==> config.mk <==
export PLATFORM = sky130hd
export DESIGN_NAME = ftf_convert
export DESIGN_NICKNAME = d
export VERILOG_FILES = /design/src/rtl/ftf_pkg.sv /design/src/rtl/ftf_sign_ext.sv /design/src/rtl/ftf_shift_amt.sv /design/src/rtl/ftf_barrel.sv /design/src/rtl/ftf_convert.sv
export SDC_FILE = /design/constraint.sdc
export NUM_CORES = 1
export LEC_CHECK = 0
export BUFFER_PORTS_ARGS = -buffer_cell sky130_fd_sc_hd__buf_2
export CAP_MARGIN = 20
export CORE_MARGIN = 1
export CORE_UTILIZATION = 29
export CTS_CLUSTER_DIAMETER = 120
export DETAILED_ROUTE_END_ITERATION = 10
export PLACE_DENSITY = 0.55
export REMOVE_ABC_BUFFERS = 1
export SYNTH_ARGS = -nofsm -noshare
export SYNTH_HDL_FRONTEND = slang
export SYNTH_SLANG_ARGS = --single-unit
export TNS_END_PERCENT = 5
==> constraint.sdc <==
create_clock -name clk -period 1.6 [get_ports clk]
set_clock_uncertainty 0.15 [all_clocks]
set_input_delay 0.08 -clock clk [delete_from_list [all_inputs] [get_ports clk]]
set_output_delay 0.08 -clock clk [all_outputs]
set_load 0.02 [all_outputs]
==> src/rtl/ftf_pkg.sv <==
package ftf_pkg;
  localparam int DEF_MANT_W    = 6;
  localparam int DEF_MANT_FRAC = 4;
  localparam int DEF_EXP_W     = 3;

  function automatic int exp_low(input int ew);
    return -(1 << (ew - 1));
  endfunction

  function automatic int exp_high(input int ew);
    return (1 << (ew - 1)) - 1;
  endfunction
endpackage

==> src/rtl/ftf_sign_ext.sv <==
module ftf_sign_ext #(
  parameter int IN_W  = 6,
  parameter int OUT_W = 13
) (
  input  logic [IN_W-1:0]  val_i,
  output logic [OUT_W-1:0] val_o
);
  localparam int PAD_W = OUT_W - IN_W;

  generate
    if (PAD_W > 0) begin : g_pad
      assign val_o = {{PAD_W{val_i[IN_W-1]}}, val_i};
    end else begin : g_nopad
      assign val_o = val_i[OUT_W-1:0];
    end
  endgenerate
endmodule

==> src/rtl/ftf_shift_amt.sv <==
module ftf_shift_amt #(
  parameter int EXP_W = 3
) (
  input  logic [EXP_W-1:0] exp_i,
  output logic [EXP_W-1:0] amt_o
);
  localparam logic [EXP_W-1:0] BIAS = EXP_W'(1 << (EXP_W - 1));

  // Adding the bias modulo 2^EXP_W maps the most negative exponent to 0.
  assign amt_o = exp_i + BIAS;
endmodule

==> src/rtl/ftf_barrel.sv <==
module ftf_barrel #(
  parameter int W    = 13,
  parameter int SH_W = 3
) (
  input  logic [W-1:0]    val_i,
  input  logic [SH_W-1:0] amt_i,
  output logic [W-1:0]    val_o
);
  logic [W-1:0] stage [0:SH_W];

  assign stage[0] = val_i;

  generate
    for (genvar i = 0; i < SH_W; i++) begin : g_stage
      assign stage[i+1] = amt_i[i] ? (stage[i] << (1 << i)) : stage[i];
    end
  endgenerate

  assign val_o = stage[SH_W];
endmodule

==> src/rtl/ftf_convert.sv <==
module ftf_convert
  import ftf_pkg::*;
#(
  parameter int MANT_W    = DEF_MANT_W,
  parameter int MANT_FRAC = DEF_MANT_FRAC,
  parameter int EXP_W     = DEF_EXP_W,
  localparam int SHIFT_MAX = exp_high(EXP_W) - exp_low(EXP_W),
  localparam int OUT_W     = MANT_W + SHIFT_MAX
) (
  input  logic              clk,
  input  logic              rst,
  input  logic [MANT_W-1:0] mant_i,
  input  logic [EXP_W-1:0]  exp_i,
  output logic [OUT_W-1:0]  fix_o
);
  localparam int OUT_FRAC = MANT_FRAC - exp_low(EXP_W);

  logic [OUT_W-1:0] ext_w;
  logic [EXP_W-1:0] amt_w;
  logic [OUT_W-1:0] shifted_w;
  logic [OUT_W-1:0] fix_q;

  ftf_sign_ext #(.IN_W(MANT_W), .OUT_W(OUT_W)) u_ext (
    .val_i (mant_i),
    .val_o (ext_w)
  );

  ftf_shift_amt #(.EXP_W(EXP_W)) u_amt (
    .exp_i (exp_i),
    .amt_o (amt_w)
  );

  ftf_barrel #(.W(OUT_W), .SH_W(EXP_W)) u_shift (
    .val_i (ext_w),
    .amt_i (amt_w),
    .val_o (shifted_w)
  );

  always_ff @(posedge clk) begin
    if (rst) fix_q <= '0;
    else     fix_q <= shifted_w;
  end

  assign fix_o = fix_q;

  initial begin
    if (OUT_FRAC < 0) $display("ftf_convert: fraction width below zero");
  end
endmodule

==> impl_metrics.csv, run 1 <==
group,metric,value,unit
yosys,synthXorXnorAreaFrac,0,%
yosys,synth_top_area_share,45.6,%
worst_setup_path,worstPathArrival,1610,ps
yosys,seq_area_frac_synth,45.6,%
floorplan,dieArea,0.00215,mm^2
power,p_leak,0.383,nW
global_route,grt_use_total,10.2,%
global_route,grt_pass1_wl,1480,um
finish,drive_above_1_share,38.8,%
yosys,netlist_area,571,um^2
route,drc,0,
yosys,syn-instance-count,54,
floorplan,die_h,46.4,um
yosys,synthTopCellsByArea,"dfxtp_1 46%, mux2_4 13%, mux2i_1 7.0%",
job,cap_viol_max_count,0,
power,total_power,702,uW
sta,worst_slew_pin_slew,247,ps
yosys,yosysWarnings,0,
yosys,ys_ff_latch,13,
worst_setup_path,cp.required,1670,ps
worst_setup_path,crit_family,"buffers and inverters",
global_route,grt_remaining_overflow,0,
floorplan,num_rows,15,
sta,finalCritPeriodShare,96.6,%
power,power_density,887,mW/mm^2
floorplan,die_w,46.4,um
yosys,postSynthAreaPerCell,10.6,um^2
worst_setup_path,startpoint_type,"primary input",
yosys,yosysTopAreaCell,"dfxtp_1",
yosys,synth_cell_types,21,
route,drt-total-wl,1070,um
global_route,grt_pass1_vias,356,
sta,slew_viol_final,0,
outcome,status,"finished, final reports clean",
clocking,clk_pin_slew_worst_paths,80,ps
power,ir_drop,0.264,mV
floorplan,start_util,32.0,%
clocking,cts.sinks,13,
floorplan,core,0.00178,mm^2
sta,slew_headroom,83.1,%
worst_setup_path,cpMostUsedCell,"dlygate4sd3_1",
finish,syn_to_final_growth,38.6,%
sta,min_period,1550,ps
route,vias,484,
hold_path,worstHoldPathType,"in -> reg",
clocking,cts_tree,"built",
route,avgViaCountPerCell,4.40,
yosys,yosys.area_share.simple,11.8,%
sta,rsz0062_at_grt,"false",
floorplan,pin_count,24,
sta,hold_viol_final,0,
worst_setup_path,path_buf_inv,3,
route,antenna_left,0,
placement,portBuffers,23,
finish,final.fill_count,189,
route,wire_per_inst,9.68,um
global_route,grt_max_degree,12,
sta,fin_tns_setup,0,ps
clocking,cts-root-buf,"clkbuf_4",
route,first_pass_iters,4,
finish,antenna_cells,0,
placement,gp_congestion,0.764,
finish,finalNetCount,97,
route,drt_first_iter_violations,13,
finish,largest_reg_flops,13,
worst_setup_path,endpoint_kind,"register",
clocking,cts_buffers,3,
worst_setup_path,cp_cell_sequence,"dlygate4sd3_1, inv_1, nor2_1, a211oi_1, dlygate4sd3_1",
worst_setup_path,cp_max_fo,7,
sta,maxClockFrequency,0.647,GHz
global_route,antenna_found_initial,0,
yosys,synth_compound_area_share,13.2,%
yosys,muxShareOfSynthArea,24.1,%
clocking,htree_levels,1,
worst_setup_path,crit_path_top_delay_cell,"dlygate4sd3_1",
clocking,cts_max_path_buffers,2,
worst_setup_path,slowest_delay,640,ps
yosys,yosys.area_share.adder,0,%
yosys,synth_top_family_by_area,"multiplexers",
worst_setup_path,critical_path_class,"in -> reg",
sta,finalSetupViolCount,0,
==> routing by layer <==
layer	up-vias	part of all wire, %	GRT usage (%)
li1	253	-	-
met1	207	47	12.2
met2	20	43	14.2
met3	4	5.8	2.35
met4	0	3.7	10.6
met5	-	0	0
==> what timing repair did <==
| item | in CTS | in global routing |
|---|---|---|
| hold buffers | 7 | 0 |
| setup buffers | 0 | 0 |
| resized for setup | 0 | 0 |
| setup endpoints to repair | 0 | 1 |
| hold endpoints to repair | 9 | 0 |
==> final timing paths <==
check	start	end	cells after the start
max	exp_i[2]	fix_o[11]	5
min	exp_i[1]	fix_o[0]	2
==> report_power, final <==
part | total [mW] | switching (mW) | leakage [nW] | internal [mW]
combinational | 0.158 | 0.0853 | 0.258 | 0.0730
sequential | 0.347 | 0.00352 | 0.107 | 0.344
clock | 0.196 | 0.104 | 0.0177 | 0.0927
total | 0.702 | 0.193 | 0.383 | 0.509
==> synth_stat cells <==
library cell  number
a211oi_1           2
dfxtp_1           13
nor3_1             1
nand2_1            4
o22ai_1            4
o21a_1             1
mux2_4             5
buf_4              1
inv_2              1
nor2b_1            2
o21ai_1            1
a21oi_1            1
or2_1              1
nand2b_1           1
buf_6              1
mux2i_4            1
o32ai_1            1
mux2i_1            4
a32oi_1            1
nor2_1             6
inv_1              2
==> cell type report <==
type | count | area [um^2] | share of cell area (%)
inverter | 3 | 11.3 | 1.42
timing repair buffer | 29 | 180 | 22.8
tap | 25 | 31.3 | 3.96
multi-input combinational | 36 | 280 | 35.4
clock inverter | 1 | 5.00 | 0.633
clock buffer | 3 | 22.5 | 2.85
sequential | 13 | 260 | 32.9
==> metrics by stage <==
step	util (%)	worst slack, ps	hold WS, ps	area [um^2]	cells
3_5_place_dp	39.2	411	202	698	100
5_1_grt	44.4	28.6	35.1	791	110
4_1_cts	44.6	31.3	16.0	796	111
2_1_floorplan	-	716	-0.934	552	52
6_report	44.4	54.6	12.3	791	110
3_3_place_gp	39.2	413	197	698	100
==> cells by family (layout without fill, tap and decap cells) <==
| kind of cell | count (synthesis) | count (layout) |
|---|---|---|
| DFF | 13 | 13 |
| muxes | 10 | 10 |
| buffers and inverters | 5 | 36 |
| AOI/OAI and AO/OA | 11 | 11 |
| and+or+nand+nor | 15 | 15 |
==> cell usage in the layout (no fill, tap or decap), types with 2 or more instances in the layout <==
| cell type | n |
|---|---|
| buf_2 | 22 |
| dfxtp_1 | 13 |
| dlygate4sd3_1 | 7 |
| nor2_1 | 6 |
| mux2_4 | 5 |
| nand2_1 | 4 |
| mux2i_1 | 4 |
| o22ai_1 | 4 |
| clkbuf_4 | 3 |
| inv_1 | 2 |
| a211oi_1 | 2 |
| nor2b_1 | 2 |
(Power assumes the default switching activity.)
==> run 2: changes to the inputs <==
--- a/config.mk
+++ b/config.mk
@@ -8,12 +8,13 @@
 export BUFFER_PORTS_ARGS = -buffer_cell sky130_fd_sc_hd__buf_2
 export CAP_MARGIN = 20
 export CORE_MARGIN = 1
-export CORE_UTILIZATION = 29
+export CORE_UTILIZATION = 32
 export CTS_CLUSTER_DIAMETER = 120
 export DETAILED_ROUTE_END_ITERATION = 10
-export PLACE_DENSITY = 0.55
+export PLACE_DENSITY = 0.54
 export REMOVE_ABC_BUFFERS = 1
 export SYNTH_ARGS = -nofsm -noshare
 export SYNTH_HDL_FRONTEND = slang
+export SYNTH_HIERARCHICAL = 1
 export SYNTH_SLANG_ARGS = --single-unit
 export TNS_END_PERCENT = 5
==> run 2 against run 1 <==
The flow now finishes with violations (DRC). Maximum frequency is 29% higher. Critical path depth stayed put. Final cell count increased by 42%. First-iteration DRC count grew 46%. Non-clock buffer count fell by 2. Highest routed layer is now met3. Routed wire length grew 69%. Core utilization decreased by 7.2 points. Worst setup slack better by 350 ps.
==> impl_metrics.csv, run 2 <==
group,metric,value,unit
clocking,postCtsSetupBuffers,0,
global_route,grt_pass1_vias,668,
yosys,synthArstFlopShare,0,%
route,wire_per_inst,11.6,um
global_route,grt_use_total,11.8,%
yosys,synth_edf_count,0,
yosys,yosys-top-cells-count,"16 x mux2i_1, 15 x buf_4, 13 x dfxtp_1, 8 x nor2b_2, 5 x o22ai_1",
route,vias,725,
yosys,synth.most_common_cell,"mux2i_1",
sta,rsz0062_at_grt,"false",
clocking,cts_tree,"built",
finish,antenna_cells,0,
yosys,synth_top_family_by_area,"multiplexers",
sta,min_period,1200,ps
floorplan,pin_count,24,
yosys,yosysTopAreaCell,"dfxtp_1",
floorplan,die_w,58.1,um
clocking,cts.sinks,13,
outcome,status,"finished with violations",
finish,drive_above_1_share,44.7,%
clocking,cts-root-buf,"clkbuf_4",
sta,hold_slack,32.7,ps
route,drc,1,
sta,hold_viol_final,0,
hold_path,min_to,"fix_o[1]",
floorplan,num_rows,19,
yosys,synth_compound_area_share,12.7,%
clocking,post_cts_resized,0,
hold_path,worstHoldPathType,"in -> reg",
route,avgViaCountPerCell,4.65,
route,first_pass_iters,7,
hold_path,worstHoldPathCells,2,
yosys,yosysWarnings,6,
clocking,cts_hold_buf,0,
finish,syn_to_final_growth,6.34,%
worst_setup_path,slowest_delay,390,ps
floorplan,start_util,35.0,%
floorplan,core,0.00288,mm^2
sta,finalSetupViolCount,0,
yosys,ys_ff_latch,13,
yosys,synthTopCellsByArea,"dfxtp_1 26%, mux2i_1 16%, buf_4 11%",
yosys,synthXorXnorAreaFrac,0,%
finish,finalNetCount,126,
sta,slew_headroom,76.0,%
floorplan,die_h,58.1,um
worst_setup_path,endpoint_kind,"register",
clocking,cts_max_path_buffers,2,
worst_setup_path,crit_path_top_delay_cell,"mux2_2",
placement,gp_congestion,0.798,
worst_setup_path,cp.required,1610,ps
finish,largest_reg_flops,13,
yosys,synth_cell_types,31,
power,p_leak,0.514,nW
finish,final_cell_mix,"23 x buf_2, 16 x mux2i_1, 13 x dfxtp_1",
sta,fin_tns_setup,0,ps
yosys,yosys.area_share.simple,20.6,%
placement,hpwl,1360,um
route,drt-total-wl,1800,um
sta,slew_viol_final,0,
global_route,grt_max_degree,22,
global_route,grt_remaining_overflow,0,
power,power_density,746,mW/mm^2
global_route,grt_pass1_wl,3020,um
worst_setup_path,critical_path_class,"in -> reg",
outcome,violations,"DRC",
worst_setup_path,cp_max_fo,8,
job,cap_viol_max_count,0,
worst_setup_path,worstPathArrival,1210,ps
yosys,muxShareOfSynthArea,23.4,%
sta,maxClockFrequency,0.834,GHz
yosys,syn-instance-count,104,
power,ir_drop,0.457,mV
clocking,clk_pin_slew_worst_paths,70,ps
finish,final_common_cell,"buf_2",
global_route,antenna_found_initial,0,
yosys,yosys.area_share.adder,0,%
clocking,htree_levels,1,
worst_setup_path,cp_cell_sequence,"buf_2, mux2_2, nor2b_1, o31a_1, nor2b_2",
route,antenna_left,0,
yosys,synth_top_area_share,25.9,%
clocking,cts_buffers,3,
placement,portBuffers,23,
route,drt_first_iter_violations,19,
yosys,synthFlopType,"dfxtp_1",
floorplan,dieArea,0.00337,mm^2
sta,finalCritPeriodShare,74.9,%
worst_setup_path,startpoint_type,"primary input",
yosys,seq_area_frac_synth,25.9,%
yosys,netlist_area,0.00101,mm^2
sta,worst_slew_pin_slew,361,ps
hold_path,hp-start,"rst",
yosys,postSynthAreaPerCell,9.67,um^2
-- run 2: changes by cell type after synthesis, sizes merged, moves of 2 or more --
cell / change
nor2: -3
buf: +18
a221o: +3
and2b: +3
nand2: -3
nor2b: +11
mux2i: +11
and2: +2
-- run 2: cell families (layout without fill, tap and decap cells) --
logic type,count (synthesis),in the layout
buffers and inverters,25,35
AND/OR/NAND/NOR,28,28
multiplexers,22,22
flip-flops,13,13
AO/OA/AOI/OAI,16,16
-- run 2: worst max-delay path by stage --
stage,start,end,slack (ps),cells after the start
finish,exp_i[1],fix_o[4],400,5
global route,exp_i[2],fix_o[12],350,6
CTS,exp_i[2],fix_o[12],420,6
detailed placement,exp_i[1],fix_o[4],120,5
global placement,exp_i[2],fix_o[10],90,6
floorplan,exp_i[2],fix_o[10],250,5
-- run 2: routing by layer --
metal / wire length, um / up-vias / track usage [%]
met1: 889 / 329 / 14.8
met5: 0 / - / 0
met2: 787 / 25 / 18.6
li1: - / 371 / -
met3: 126 / 0 / 5.13
met4: 0 / 0 / 3.06
-- run 2: critical path: cells and delay by family --
kind	cells	cell delay, ps
multiplexers	1	390
AND/OR/NAND/NOR	2	280
AO/OA/AOI/OAI	1	270
buffers and inverters	1	190
-- run 2: cell type report --
class / instances / area (um^2)
clock buffer: 4 / 26.3
fill: 288 / 1810
inverter: 4 / 15.0
sequential: 13 / 260
tap: 42 / 52.6
multi-input combinational: 66 / 571
timing repair buffer: 27 / 145
-- run 2: stage by stage --
step / total power [mW] / setup WS [ps] / cell area (um^2) / util (%) / instances
2_1_floorplan: 0.511 / 251 / 846 / - / 83
3_3_place_gp: 0.602 / 95.0 / 1040 / 36.3 / 152
3_5_place_dp: 0.600 / 124 / 1040 / 36.3 / 152
4_1_cts: 0.809 / 424 / 1070 / 37.2 / 156
5_1_grt: 0.851 / 351 / 1070 / 37.2 / 156
6_report: 0.798 / 401 / 1070 / 37.2 / 156
-- run 2: report_power, final --
group          leakage [nW]  internal [mW]  switching [mW]
registers             0.107          0.345         0.00479
clock network        0.0150         0.0967           0.107
logic                 0.391          0.115           0.129
total                 0.514          0.557           0.241
